File: config.mk
export PLATFORM = sky130hd
export DESIGN_NAME = mvcore
export DESIGN_NICKNAME = d
export VERILOG_FILES = /design/src/rtl/mvc_pkg.sv /design/src/rtl/mvc_decode.sv /design/src/rtl/mvc_regfile.sv /design/src/rtl/mvc_alu.sv /design/src/rtl/mvc_pc.sv /design/src/rtl/mvcore.sv
export SDC_FILE = /design/constraint.sdc
export NUM_CORES = 1
export LEC_CHECK = 0
export ABC_AREA = 1
export BUFFER_PORTS_ARGS = -buffer_cell sky130_fd_sc_hd__buf_2
export CORE_MARGIN = 3
export CORE_UTILIZATION = 55
export CTS_CLUSTER_DIAMETER = 150
export DETAILED_ROUTE_END_ITERATION = 7
export PLACE_DENSITY = 0.73
export REMOVE_ABC_BUFFERS = 1
export SYNTH_ARGS = -nofsm -noshare
export SYNTH_HDL_FRONTEND = slang
export SYNTH_SLANG_ARGS = --single-unit
File: constraint.sdc
create_clock -name clk -period 2.2 [get_ports clk]
set_clock_uncertainty 0.1 [all_clocks]
set_input_delay 0.44 -clock clk [delete_from_list [all_inputs] [get_ports clk]]
set_output_delay 0.44 -clock clk [all_outputs]
set_load 0.02 [all_outputs]
File: src/rtl/mvc_pkg.sv
package mvc_pkg;
   localparam int OP_W  = 8;
   localparam int FLD_W = 4;
   localparam int MAX_REGS = 13;

   localparam logic [FLD_W-1:0] DST_LDI = 4'hD;
   localparam logic [FLD_W-1:0] DST_JNC = 4'hE;
   localparam logic [FLD_W-1:0] DST_JMP = 4'hF;

   localparam logic [FLD_W-1:0] SRC_IMM = 4'hD;
   localparam logic [FLD_W-1:0] SRC_SUB = 4'hE;
   localparam logic [FLD_W-1:0] SRC_NOR = 4'hF;

   typedef struct packed {
      logic [FLD_W-1:0] dst;
      logic [FLD_W-1:0] src;
   } op_t;
endpackage

File: src/rtl/mvc_decode.sv
module mvc_decode
   import mvc_pkg::*;
#(
   parameter int NREG = 4
) (
   input  logic             active,
   input  logic [FLD_W-1:0] dst,
   output logic [NREG-1:0]  wr_sel,
   output logic             wr_en,
   output logic             ldi,
   output logic             jmp,
   output logic             jnc
);
   // one write strobe per implemented register
   for (genvar g = 0; g < NREG; g++) begin : g_strobe
      assign wr_sel[g] = active && (dst == FLD_W'(g));
   end

   assign wr_en = |wr_sel;
   assign ldi   = active && (dst == DST_LDI);
   assign jmp   = active && (dst == DST_JMP);
   assign jnc   = active && (dst == DST_JNC);
endmodule

File: src/rtl/mvc_regfile.sv
module mvc_regfile
   import mvc_pkg::*;
#(
   parameter int DW   = 8,
   parameter int NREG = 4
) (
   input  logic             clk,
   input  logic             rst,
   input  logic [NREG-1:0]  wr_sel,
   input  logic [DW-1:0]    wdata,
   input  logic [FLD_W-1:0] rd_src,
   output logic [DW-1:0]    rd_data,
   output logic [DW-1:0]    reg_a,
   output logic [DW-1:0]    reg_b
);
   logic [DW-1:0] regs [NREG];

   for (genvar g = 0; g < NREG; g++) begin : g_reg
      always_ff @(posedge clk) begin
         if (rst)
            regs[g] <= '0;
         else if (wr_sel[g])
            regs[g] <= wdata;
      end
   end

   // unimplemented codes read as zero
   always_comb begin
      rd_data = '0;
      for (int k = 0; k < NREG; k++)
         if (rd_src == FLD_W'(k))
            rd_data = regs[k];
   end

   assign reg_a = regs[0];
   assign reg_b = regs[1];
endmodule

File: src/rtl/mvc_alu.sv
module mvc_alu #(
   parameter int DW = 8
) (
   input  logic [DW-1:0] a,
   input  logic [DW-1:0] b,
   output logic [DW-1:0] diff,
   output logic [DW-1:0] nor_ab,
   output logic          no_borrow
);
   logic borrow;

   assign {borrow, diff} = {1'b0, a} - {1'b0, b};
   assign no_borrow      = ~borrow;
   assign nor_ab         = ~(a | b);
endmodule

File: src/rtl/mvc_pc.sv
module mvc_pc #(
   parameter int AW = 8
) (
   input  logic          clk,
   input  logic          rst,
   input  logic          adv,
   input  logic          load,
   input  logic [AW-1:0] target,
   output logic [AW-1:0] pc
);
   always_ff @(posedge clk) begin
      if (rst)
         pc <= '0;
      else if (adv)
         pc <= load ? target : pc + 1'b1;
   end
endmodule

File: src/rtl/mvcore.sv
module mvcore
   import mvc_pkg::*;
#(
   parameter int DW   = 8,
   parameter int AW   = 8,
   parameter int NREG = 4
) (
   input  logic          clk,
   input  logic          rst,
   input  logic          run,
   output logic [AW-1:0] rom_addr,
   input  logic [DW-1:0] rom_data
);
   // elaboration-time parameter checks
   if (DW < OP_W) begin : g_bad_dw
      $error("mvcore: DW must hold an opcode");
   end
   if (NREG < 2 || NREG > MAX_REGS) begin : g_bad_nreg
      $error("mvcore: NREG out of range");
   end
   if (AW < 1) begin : g_bad_aw
      $error("mvcore: AW must be positive");
   end

   op_t           op;
   logic          pend;
   logic          active;
   logic          carry;
   logic [DW-1:0] imm;
   logic [DW-1:0] bus;
   logic [DW-1:0] rd_data, reg_a, reg_b, diff, nor_ab;
   logic [AW-1:0] bus_tgt;
   logic [NREG-1:0] wr_sel;
   logic          wr_en, ldi, jmp, jnc, no_borrow, taken, sub_wr;

   assign op     = op_t'(rom_data[OP_W-1:0]);
   assign active = run && !pend;

   mvc_decode #(.NREG(NREG)) u_dec (
      .active (active),
      .dst    (op.dst),
      .wr_sel (wr_sel),
      .wr_en  (wr_en),
      .ldi    (ldi),
      .jmp    (jmp),
      .jnc    (jnc)
   );

   mvc_regfile #(.DW(DW), .NREG(NREG)) u_rf (
      .clk     (clk),
      .rst     (rst),
      .wr_sel  (wr_sel),
      .wdata   (bus),
      .rd_src  (op.src),
      .rd_data (rd_data),
      .reg_a   (reg_a),
      .reg_b   (reg_b)
   );

   mvc_alu #(.DW(DW)) u_alu (
      .a         (reg_a),
      .b         (reg_b),
      .diff      (diff),
      .nor_ab    (nor_ab),
      .no_borrow (no_borrow)
   );

   // source select onto the shared bus
   always_comb begin
      unique case (op.src)
         SRC_IMM: bus = imm;
         SRC_SUB: bus = diff;
         SRC_NOR: bus = nor_ab;
         default: bus = rd_data;
      endcase
   end

   // fit the bus to the address width
   if (AW <= DW) begin : g_tgt_trunc
      assign bus_tgt = bus[AW-1:0];
   end else begin : g_tgt_ext
      assign bus_tgt = {{(AW-DW){1'b0}}, bus};
   end

   assign sub_wr = wr_en && (op.src == SRC_SUB);
   assign taken  = jmp || (jnc && !carry);

   always_ff @(posedge clk) begin
      if (rst) begin
         pend  <= 1'b0;
         imm   <= '0;
         carry <= 1'b0;
      end else if (run) begin
         pend <= ldi;
         if (pend)
            imm <= rom_data;
         if (sub_wr)
            carry <= no_borrow;
      end
   end

   mvc_pc #(.AW(AW)) u_pc (
      .clk    (clk),
      .rst    (rst),
      .adv    (run),
      .load   (taken),
      .target (bus_tgt),
      .pc     (rom_addr)
   );
endmodule

=== Yosys cells after proc, flatten, opt, wreduce, memory -nomap -nowiden ===
Memory sizes are Yosys's and may differ from the RTL's.
Cells that the tools add are included.

* Bits in writable memories: 32
* Register bits after elaboration: 18
* Memories kept: 1
* Word-level logic and storage cells: 68
* Bits of input ports: 11
* Output and inout port bits: 8

{| class="wikitable"
|+ Memory list
! memory !! depth !! bits a word !! rd ports !! clocked after memory_dff !! wr ports !! RTL line !! source
|-
| u_rf.regs || 4 || 8 || 4 || 0 || 4 || mvc_regfile.sv:16 || <nowiki>logic [DW-1:0] regs [NREG];</nowiki>
|}

* Multiplexer cells: 24
* Add/subtract/negate cells: 2
* Reduce and logical (&&, ||, !) cells: 18
* Bitwise gates (word level): 7
* Equality and inequality tests: 12

{| class="wikitable"
|+ Operator list
! operator !! count
|-
| 8-bit two-way mux || 9
|-
| 4-bit equality test, second input constant || 6
|-
| 8-bit one-hot mux with 3 select lines || 1
|-
| 4-bit by 2-bit equality test with 1-bit output, second input constant || 4
|-
| 1-bit two-way mux || 14
|-
| 1-bit logical AND || 10
|-
| 8-bit by 8-bit subtractor with 9-bit output || 1
|-
| 8-bit by 1-bit adder with 8-bit output, second input constant || 1
|-
| 4-bit by 1-bit equality test with 1-bit output, second input constant || 2
|-
| 4-bit zero test || 2
|-
| 8-bit NOT || 1
|-
| 8-bit OR || 1
|-
| 1-bit OR || 4
|-
| 2-bit AND reduction || 2
|-
| 4-bit OR reduction || 1
|-
| 1-bit zero test || 2
|-
| 1-bit logical OR || 1
|-
| 1-bit NOT || 1
|}

=== Logic depth before layout (Yosys ltp) ===
Gate-level depths: netlist of the first run.

* Word-level depth: 7
* Gate-level depth with buffers: 14
* Depth with buffers taken out: 14

=== Modules after synthesis ===
From an unflattened synthesis of the first run, not the netlist that was laid out.

* Cells, all modules: 415
* Area total of the unflattened synthesis: 3148.0 µm²

{| class="wikitable"
|+ Modules (own cells, without submodules)
! module !! area an instance (µm²) !! cells an instance !! times used !! sequential area each (µm²)
|-
| mvc_regfile || 1435.1 || 132 || 1 || 960.9
|-
| mvcore || 621.8 || 103 || 1 || 200.2
|-
| mvc_alu || 531.8 || 87 || 1 || 0.0
|-
| mvc_pc || 484.2 || 75 || 1 || 160.2
|-
| mvc_decode || 75.1 || 18 || 1 || 0.0
|}

=== Worst setup path after synthesis of the first run ===
No wires, ideal clock.

* Path kind: register to register
* Start: memory u_rf.regs[1][0]
* End: memory u_rf.regs[0][1], data pin
* Data required time: 1.842 ns
* Path slack: 0.220 ns
* Data arrival time: 1.622 ns
* Clock period less this slack: 1.980 ns
* Cell stages (with the launch flop): 7
* Buffers on the path: 0
* Setup time: 0.258 ns
* Cell sequence: edfxtp_1 > ha_1 > fa_1 > inv_1 > a221oi_1 > and2_1 > nor2_1

{| class="wikitable"
|+ RTL lines
! element !! RTL line
|-
| from (decl) || mvc_regfile.sv:16
|}

==> summary.txt, run 1 <==
Pwr
  – Power Dens Cells: 552.1 nW/µm²
  – Switch share: 26.76%
  – Switching Power: 0.0005010 W
  – Lkg Pwr: 1.458 nW
  – Share of power burned in combinational logic: 14.5%
  – Reg power frac: 55.8%
  – Total power: 0.001872 W
  – Pint: 0.001371 W
  – Clock share of power: 29.7%
  – Worst VDD drop: 423.6 µV

GRT
  – Vias in the first global route: 2,309
  – Gr usage total: 23.27%
  – Grt total ovfl: 0
  – Largest net degree at the start of global routing: 16
  – First-pass GRT wire length: 11,430 µm
  – Initial antenna violation count: 0

Floorplan
  – Die footprint: 6552 µm²
  – Initial Util: 58.62%
  – Core ar.: 5270 µm²
  – Die X: 80.95 µm
  – Die H: 80.95 µm
  – Std-Cell Rows: 26
  – Total I/O pin count: 19

Timing
  – Final hold vios: 0
  – Tightest Pin Transition: 0.4990 ns
  – Worst hold slack: 0.3202 ns
  – Fin crit period: 2.122 ns
  – Setup WS post-layout: 0.07771 ns
  – Tcrit/Tclk final: 96.47%
  – Slew Limit Fails: 0
  – Worst slew margin: 66.62%
  – Fmax: 471.2 MHz
  – Setup violators final: 0

Route
  – Final WL: 7162 µm
  – Initial drt markers: 197
  – Vias/cell: 5.373
  – # DRC: 0
  – Routed WL per cell: 14.68 µm
  – Number of nets with antenna violations after routing: 0
  – DR pass1 iterations: 5
  – Via Count: 2,622

Yosys
  – Main combinational cell family by area after synthesis: simple AND/OR/NAND/NOR gates
  – Register area share after synthesis: 42.77%
  – Mapped Cells: 394
  – Top post-synthesis cells by area: edfxtp_1 (31%), dfxtp_1 (12%), nand2_1 (8.4%)
  – Yosys reg bits: 50
  – Synth warnings: 0
  – Simple-gate area share of the yosys netlist: 27.30%
  – Most frequent cell after synthesis: nand2_1
  – Netlist cell types: 36
  – Primary FF master, synth: edfxtp_1
  – XOR/XNOR Fraction of Synth Area: 1.134%
  – Complex-gate fraction of the synthesized area: 10.77%
  – Adder-Cell Fraction of Synth Area: 7.938%
  – Mean area per synthesized cell: 7.841 µm²
  – Mapped cell area: 3089 µm²
  – Post-synth top area share: 31.11%
  – Post-synth top cells: nand2_1 (69), inv_1 (66), nor2_1 (66), edfxtp_1 (32), a21oi_1 (24)
  – Async SR Flop Fraction: 0%
  – Mux share of post-synthesis cell area: 0%
  – EDFF count, synth: 32
  – Post-synth top area cell: edfxtp_1

Layout
  – Area grow syn2layout: 9.761%
  – Share of cells above drive strength 1: 14.35%
  – Post-route cell area: 3391 µm²
  – Nets: 447
  – Fillers: 475
  – Final core occ: 64.34%
  – Diodes inserted: 0

Clocking
  – Clk buf depth: 2
  – Cts bufs inserted: 5
  – Skew-Pair Late Insertion Delay: 0.30 ns
  – CTS tree: built
  – CTS Sinks: 50
  – Clock Root Buffer: clkbuf_8
  – Hold_buf cts: 0
  – Clk slew on worst S/H paths: 0.09 ns
  – H-tree levels: 2

Worst setup path
  – Critical path launch point type: flip-flop
  – CP Capture Type: flip-flop
  – WP data required: 2.15 ns
  – CP max FO: 4
  – Arrival time worst endpoint: 2.07 ns
  – Critical path type: flip-flop to flip-flop

Place
  – Detailed Place HPWL: 5509 µm
  – IO buf count: 18
  – Placement Setup Slack: -0.001929 ns
  – GPL Wtd Cong: 0.9182
  – Area after DPL: 3257 µm²

Outcome
  – Status: finished clean

Job
  – Max Cap Viol: 0

Hold path
  – Hold WC Path Type: input pin to flip-flop
[power groups by stage]
| stage | logic, W | clock network [W] | registers (W) |
|---|---|---|---|
| floorplan | 0.000172 | 0 | 0.00107 |
| global placement | 0.000257 | 0 | 0.00107 |
| detailed placement | 0.000260 | 0 | 0.00107 |
| CTS | 0.000262 | 0.000570 | 0.00104 |
| global route | 0.000305 | 0.000618 | 0.00105 |
| finish | 0.000272 | 0.000555 | 0.00104 |
[routing by layer]
| metal | GRT usage (%) | routed length (µm) |
|---|---|---|
| met1 | 34.94 | 3309 |
| met5 | 0 | 0 |
| met3 | 4.102 | 497 |
| met2 | 34.89 | 3282 |
| met4 | 5.405 | 73 |
[worst paths after layout]
kind                                      start  slack, ns  cells past startpoint                            end
setup / recovery  u_rf.regs[0][1]$_SDFFCE_PN0P_       0.08                     10  u_rf.regs[0][3]$_SDFFCE_PN0P_
hold / removal                      rom_data[6]       0.32                      3            imm[6]$_SDFFE_PP0P_
setup reg to reg  u_rf.regs[0][1]$_SDFFCE_PN0P_       0.08                     10  u_rf.regs[0][3]$_SDFFCE_PN0P_
hold reg to reg             imm[1]$_SDFFE_PP0P_       0.38                      2            imm[1]$_SDFFE_PP0P_
[through the flow]
stage / setup TNS (ns) / instances
global placement: 0 / 479
floorplan: 0 / 389
detailed placement: -0.001929 / 479
global route: -0.007891 / 488
finish: 0 / 488
CTS: 0 / 487
[registers in the layout, indices dropped and copies added, names as in the netlist]
name	flops
carry	1
u_pc.pc	8
u_rf.regs	32
pend	1
imm	8
[repair_timing]
| action | 4_1_cts | 5_1_grt |
|---|---|---|
| pin swaps | 0 | 2 |
| setup buffers | 0 | 1 |
| endpoints found under the setup margin | 2 | 16 |
| resized for setup | 1 | 6 |
[logic make-up (layout without fill, tap and decap cells)]
kind of cell / count (synthesis) / after routing
simple gates: 186 / 186
buf+inv: 78 / 102
compound gates: 57 / 57
flops: 50 / 50
fa+ha+maj: 19 / 19
xor+xnor: 4 / 4
[placed cells by master, fill, tap and decap left out, drive strengths merged, types with 6 or more instances in the layout]
master,n
nor2,70
nand2,75
buf,21
clkbuf,6
o22ai,6
nand4,9
inv,72
edfxtp,32
a21oi,26
ha,18
nand3,21
dfxtp,18
o21ai,15
[layout make-up]
cell class              count  area [µm²]  area share, %
flip-flops and latches     50        1321          38.97
inverters                  73       274.0          8.081
multi-input cells         266        1488          43.87
well taps                  70       87.58          2.583
clock buffers               6       82.58          2.435
clock inverters             2       12.51         0.3690
repair buffers             21       125.1          3.690
[critical path, stage by stage (launching register included)]
cell and delay (ns):
edfxtp_1 0.37, inv_1 0.10, ha_1 0.29, inv_1 0.04, nand2_1 0.04, nand2_1 0.08, and2_1 0.15, or2_2 0.27
nand3_1 0.14, and3_4 0.24, nor2_1 0.05
(Power assumes the default switching activity.)
==> inputs of run 2 (changes only) <==
--- a/config.mk
+++ b/config.mk
@@ -5,7 +5,6 @@
 export SDC_FILE = /design/constraint.sdc
 export NUM_CORES = 1
 export LEC_CHECK = 0
-export ABC_AREA = 1
 export BUFFER_PORTS_ARGS = -buffer_cell sky130_fd_sc_hd__buf_2
 export CORE_MARGIN = 3
 export CORE_UTILIZATION = 55
==> summary.txt, run 2 <==
Clocking
  – Clk slew on worst S/H paths: 0.10 ns
  – H-tree levels: 2
  – CTS Sinks: 50
  – CTS tree: built
  – Clk buf depth: 2
  – Skew-Pair Late Insertion Delay: 0.31 ns
  – Hold_buf cts: 0
  – Cts bufs inserted: 5
  – Clock Root Buffer: clkbuf_8

Worst setup path
  – Critical path launch point type: flip-flop
  – WP data required: 2.17 ns
  – CP top delay family: compound AO/OA/AOI/OAI gates
  – CP Capture Type: flip-flop
  – CP bufs+invs: 0
  – Cell Chain, Critical Path: ha_2 -> fa_2 -> o21ba_4 -> o21ai_2 -> a31oi_2 -> xor2_1 -> a21oi_2 -> nor2_1
  – Critical path type: flip-flop to flip-flop
  – CP max FO: 5
  – CP max-delay cell: edfxtp_1
  – Slowest Stage Delay on Critical Path: 0.43 ns
  – Arrival time worst endpoint: 2.35 ns

Route
  – DR pass1 iterations: 5
  – Number of nets with antenna violations after routing: 0
  – Initial drt markers: 180
  – Vias/cell: 5.897
  – Routed WL per cell: 17.61 µm
  – Final WL: 7729 µm
  – # DRC: 0
  – Via Count: 2,589

Floorplan
  – Die footprint: 6559 µm²
  – Initial Util: 58.69%
  – Total I/O pin count: 19
  – Die H: 80.99 µm
  – Core ar.: 5270 µm²
  – Die X: 80.99 µm
  – Std-Cell Rows: 26

Yosys
  – EDFF count, synth: 32
  – Simple-gate area share of the yosys netlist: 19.22%
  – Adder-Cell Fraction of Synth Area: 7.929%
  – Register area share after synthesis: 42.72%
  – Primary FF master, synth: edfxtp_1
  – Async SR Flop Fraction: 0%
  – Yosys reg bits: 50
  – Mapped Cells: 330
  – Post-synth top area share: 31.07%
  – Top post-synthesis cells by area: edfxtp_1 (31%), dfxtp_1 (12%), ha_1 (7.3%)
  – Post-synth top cells: nor2_1 (52), edfxtp_1 (32), nand2_1 (28), inv_1 (23), a21oi_1 (22)
  – Mean area per synthesized cell: 9.373 µm²
  – Complex-gate fraction of the synthesized area: 17.60%
  – Most frequent cell after synthesis: nor2_1
  – Netlist cell types: 49
  – Post-synth top area cell: edfxtp_1
  – XOR/XNOR Fraction of Synth Area: 1.699%
  – Mapped cell area: 3093 µm²
  – Mux share of post-synthesis cell area: 5.218%
  – Synth warnings: 0
  – Main combinational cell family by area after synthesis: simple AND/OR/NAND/NOR gates

Layout
  – Max FFs per register: 32
  – Commonest non-fill, non-tap cell in the layout: nor2_1
  – Final core occ: 70.85%
  – Nets: 399
  – Commonest cells after routing, fill and taps aside: nor2_1 (46), edfxtp_1 (32), nand2_1 (25), buf_4 (23), a21oi_1 (21)
  – Post-route cell area: 3734 µm²
  – Diodes inserted: 0
  – Biggest register: u_rf.regs
  – Regs by FF count: u_rf.regs (32), imm (8), u_pc.pc (8)
  – Area grow syn2layout: 20.71%
  – Share of cells above drive strength 1: 28.18%

Timing
  – Setup WS post-layout: -0.1819 ns
  – Fmax: 419.8 MHz
  – Worst slew margin: 52.82%
  – Tightest Pin Transition: 0.7004 ns
  – Fin crit period: 2.382 ns
  – Slew Limit Fails: 0
  – Setup violators final: 16
  – Final hold vios: 0
  – Tcrit/Tclk final: 108.3%
  – RSZ-0062 raised after global routing: true

Pwr
  – Clock share of power: 27.6%
  – Worst VDD drop: 456.8 µV
  – Lkg Pwr: 1.462 nW
  – Pint: 0.001426 W
  – Reg power frac: 51.9%
  – Share of power burned in combinational logic: 20.5%
  – Switching Power: 0.0005837 W
  – Power Dens Cells: 538.4 nW/µm²
  – Switch share: 29.04%

Job
  – Max Cap Viol: 0

GRT
  – Largest net degree at the start of global routing: 21
  – Initial antenna violation count: 0
  – Vias in the first global route: 2,506
  – Grt total ovfl: 0
  – First-pass GRT wire length: 12,410 µm
  – Gr usage total: 24.97%

Place
  – GPL Wtd Cong: 0.8627
  – IO buf count: 18
  – Area after DPL: 3400 µm²
  – Detailed Place HPWL: 5744 µm

Outcome
  – Failing checks: setup timing
  – Status: finished, violations left

Hold path
  – Hold WC Path Type: input pin to flip-flop
## run 2: cell types whose count changed after synthesis, moves of 8 or more
cell     previous run  this run
inv_1              66        23
nand2_1            69        28
mux2i_1             0        15
nor2_1             66        52
nand3_1            21        11
nand4_1             9         1
## run 2: logic make-up after synthesis
logic type | count (synthesis)
AND/OR/NAND/NOR | 124
AO/OA/AOI/OAI | 77
flip-flops | 50
buffers and inverters | 38
adder cells (fa/ha/maj) | 19
multiplexers | 16
XOR/XNOR | 6
## run 2: worst paths after layout
| path | end | depth (start not counted) | slack [ns] | start |
|---|---|---|---|---|
| max | u_rf.regs[3][6]$_SDFFCE_PN0P_ | 8 | -0.18 | u_rf.regs[1][0]$_SDFFCE_PN0P_ |
| min | u_pc.pc[5]$_SDFFE_PP0P_ | 2 | 0.29 | rst |
| max reg2reg | u_rf.regs[3][6]$_SDFFCE_PN0P_ | 8 | -0.18 | u_rf.regs[1][0]$_SDFFCE_PN0P_ |
| min reg2reg | imm[0]$_SDFFE_PP0P_ | 2 | 0.37 | imm[0]$_SDFFE_PP0P_ |
## run 2: layer usage
layer	up-vias	GRT usage, %	part of all wire, %
li1	1245	-	-
met1	1247	32.63	44
met2	84	43.35	49
met4	0	6.588	1.7
met5	-	0	0
met3	13	3.548	5.2
## run 2: through the flow
step | hold WS, ns | setup TNS, ns | setup WS, ns | std cells | power (W)
CTS | 0.2954 | -1.245 | -0.1455 | 440 | 0.001976
detailed placement | 0.3517 | -3.691 | -0.3074 | 429 | 0.001405
global placement | 0.3447 | -1.493 | -0.2169 | 429 | 0.001396
global route | 0.3020 | -3.402 | -0.2627 | 439 | 0.002093
floorplan | 0.3255 | -0.2613 | -0.06647 | 316 | 0.001257
finish | 0.2934 | -1.652 | -0.1819 | 439 | 0.002010
## run 2: layout make-up
cell class	instances	area, µm²
clock inverter	2	17.52
fill	419	1536
clock buffer	5	68.82
tap	70	87.58
multi-input combinational	242	1812
timing repair buffer	46	336.6
sequential	50	1321
inverter	24	90.09
## run 2: power groups by stage
stage / Clock [W] / Sequential (W) / Combinational (W)
after floorplan: 0 / 0.00107 / 0.000191
after global placement: 0 / 0.00106 / 0.000332
after detailed placement: 0 / 0.00107 / 0.000340
after CTS: 0.000561 / 0.00104 / 0.000372
after global routing: 0.000601 / 0.00105 / 0.000444
final: 0.000555 / 0.00104 / 0.000411
## run 2: repair_timing
| item | in CTS | in global routing |
|---|---|---|
| gates resized for setup | 22 | 26 |
| setup endpoints to repair | 30 | 32 |
| buffers inserted | 4 | 0 |
| pin swaps | 14 | 22 |
| hold endpoints to repair | 0 | 0 |
| cloned | 0 | 0 |
==> inputs of run 3 (changes only) <==
--- a/config.mk
+++ b/config.mk
@@ -10,7 +10,7 @@
 export CORE_UTILIZATION = 55
 export CTS_CLUSTER_DIAMETER = 150
 export DETAILED_ROUTE_END_ITERATION = 7
-export PLACE_DENSITY = 0.73
+export PLACE_DENSITY = 0.82
 export REMOVE_ABC_BUFFERS = 1
 export SYNTH_ARGS = -nofsm -noshare
 export SYNTH_HDL_FRONTEND = slang
==> summary.txt, run 3 (synthesized netlist as in run 2, its figures left out) <==
Layout
  – Share of cells above drive strength 1: 27.22%
  – Commonest non-fill, non-tap cell in the layout: nor2_1
  – Area grow syn2layout: 19.38%
  – Max FFs per register: 32
  – Non-Filler Instances: 441
  – Final core occ: 70.06%
  – Diodes inserted: 0
  – Regs by FF count: u_rf.regs (32), imm (8), u_pc.pc (8)
  – Commonest cells after routing, fill and taps aside: nor2_1 (48), edfxtp_1 (32), buf_4 (28), nand2_1 (25), a21oi_1 (22)
  – Nets: 400
  – Fillers: 415
  – Biggest register: u_rf.regs

Clocking
  – Clk buf depth: 2
  – Clock Root Buffer: clkbuf_8
  – CTS tree: built
  – Skew-Pair Late Insertion Delay: 0.32 ns
  – Clk slew on worst S/H paths: 0.10 ns
  – H-tree levels: 2
  – CTS Sinks: 50
  – Cts bufs inserted: 5

Timing
  – Tightest Pin Transition: 0.5362 ns
  – Fmax: 437.8 MHz
  – Worst slew margin: 63.87%
  – Final hold vios: 0
  – Setup WS post-layout: -0.08415 ns
  – Setup violators final: 14
  – Fin crit period: 2.284 ns
  – Tcrit/Tclk final: 103.8%
  – RSZ-0062 raised after global routing: true
  – Setup TNS: -0.7650 ns
  – Slew Limit Fails: 0

Route
  – Routed WL per cell: 18.37 µm
  – DR pass1 iterations: 4
  – Via Count: 2,630
  – Vias/cell: 5.964
  – # DRC: 0
  – Number of nets with antenna violations after routing: 0
  – Initial drt markers: 191
  – Final WL: 8101 µm

Floorplan
  – Die footprint: 6559 µm²
  – Core ar.: 5270 µm²
  – Die H: 80.99 µm
  – Initial Util: 58.69%
  – Std-Cell Rows: 26
  – Die X: 80.99 µm
  – Total I/O pin count: 19

GRT
  – Initial antenna violation count: 0
  – Vias in the first global route: 2,639
  – Gr usage total: 26.36%
  – Largest net degree at the start of global routing: 20
  – Grt total ovfl: 0
  – First-pass GRT wire length: 12,920 µm

Place
  – Placement Setup Slack: -0.2457 ns
  – GPL Wtd Cong: 0.8982
  – Detailed Place HPWL: 5668 µm
  – Cells after DPL: 428
  – IO buf count: 18

Worst setup path
  – Arrival time worst endpoint: 2.25 ns
  – CP max FO: 5
  – WP data required: 2.17 ns
  – Critical R2R Launch: u_rf.regs[1][0]$_SDFFCE_PN0P_
  – CP Capture Type: flip-flop
  – Reg2Reg Setup Slack: -0.08 ns
  – R2r endpoint: u_rf.regs[2][6]$_SDFFCE_PN0P_
  – Worst Reg-to-Reg Cells: 9
  – Critical path launch point type: flip-flop
  – Critical path type: flip-flop to flip-flop

Pwr
  – Switch share: 29.16%
  – Reg power frac: 50.9%
  – Worst VDD drop: 481.4 µV
  – Clock share of power: 29.6%
  – Lkg Pwr: 1.454 nW
  – Power Dens Cells: 555.1 nW/µm²
  – Share of power burned in combinational logic: 19.5%
  – Switching Power: 0.0005977 W
  – Pint: 0.001452 W

Hold path
  – Worst hold path depth: 3
  – Hold_sp: rom_data[7]
  – Hold WC Path Type: input pin to flip-flop
  – Hold EP: imm[7]$_SDFFE_PP0P_

Job
  – Max Cap Viol: 0

Outcome
  – Failing checks: setup timing
  – Status: finished, violations left
run 3: cell count changes in the layout (fill, tap and decap cells not counted), sizes merged:
cell,delta
buf,+1
clkbuf,+1
clkinvlp,+1
inv,-1
run 3: final cells by class:
type	count	area [µm²]	area share [%]
clock buffers	6	82.58	2.237
clock inverters	2	16.27	0.4405
inverters	24	90.09	2.440
multi-input cells	242	1783	48.29
flip-flops and latches	50	1321	35.78
well taps	70	87.58	2.372
repair buffers	47	311.5	8.438
run 3: per-layer routing:
layer	wire (µm)	global-route usage, %	up-vias
met5	0	0	-
met4	178	8.784	0
met3	615	4.878	19
li1	-	-	1251
met2	4028	44.66	104
met1	3278	33.90	1256
run 3: what timing repair did:
item                       in CTS  in global routing
gates resized for setup        21                 17
setup endpoints to repair      24                 34
pin swaps                      16                 13
setup buffers                   7                  0
hold buffers                    0                  0
run 3: power groups by stage:
stage          clock (W)  combinational, W  sequential (W)
6_report        0.000606          0.000399         0.00104
5_1_grt         0.000647          0.000434         0.00105
4_1_cts         0.000612          0.000360         0.00104
3_5_place_dp           0          0.000327         0.00106
3_3_place_gp           0          0.000321         0.00106
2_1_floorplan          0          0.000191         0.00107
run 3: worst max path at each step:
stage | from | end | slack, ns | cells past startpoint
5_1_grt | u_rf.regs[0][6]$_SDFFCE_PN0P_ | u_rf.regs[3][7]$_SDFFCE_PN0P_ | -0.20 | 9
3_5_place_dp | u_rf.regs[0][0]$_SDFFCE_PN0P_ | u_rf.regs[2][6]$_SDFFCE_PN0P_ | -0.25 | 9
3_3_place_gp | u_rf.regs[0][0]$_SDFFCE_PN0P_ | u_rf.regs[1][6]$_SDFFCE_PN0P_ | -0.18 | 9
2_1_floorplan | u_rf.regs[1][0]$_SDFFCE_PN0P_ | u_rf.regs[3][6]$_SDFFCE_PN0P_ | -0.07 | 8
4_1_cts | u_rf.regs[0][1]$_SDFFCE_PN0P_ | u_rf.regs[3][7]$_SDFFCE_PN0P_ | -0.08 | 9
6_report | u_rf.regs[1][0]$_SDFFCE_PN0P_ | u_rf.regs[2][6]$_SDFFCE_PN0P_ | -0.08 | 9
run 3: worst max-delay path, cell delays in order (launching register included):
cell,delay (ns)
edfxtp_1,0.41
ha_2,0.20
fa_2,0.36
o21ba_4,0.24
o21ai_2,0.12
a31oi_2,0.11
xor2_1,0.17
a21oi_2,0.14
buf_6,0.13
nor2_1,0.06
run 3: metrics by stage:
step | hold slack, ns | power (W) | instance area (µm²)
detailed placement | 0.3485 | 0.001392 | 3367
global route | 0.3218 | 0.002129 | 3692
finish | 0.2969 | 0.002049 | 3692
floorplan | 0.3255 | 0.001257 | 3009
CTS | 0.2970 | 0.002015 | 3611
global placement | 0.3427 | 0.001384 | 3367
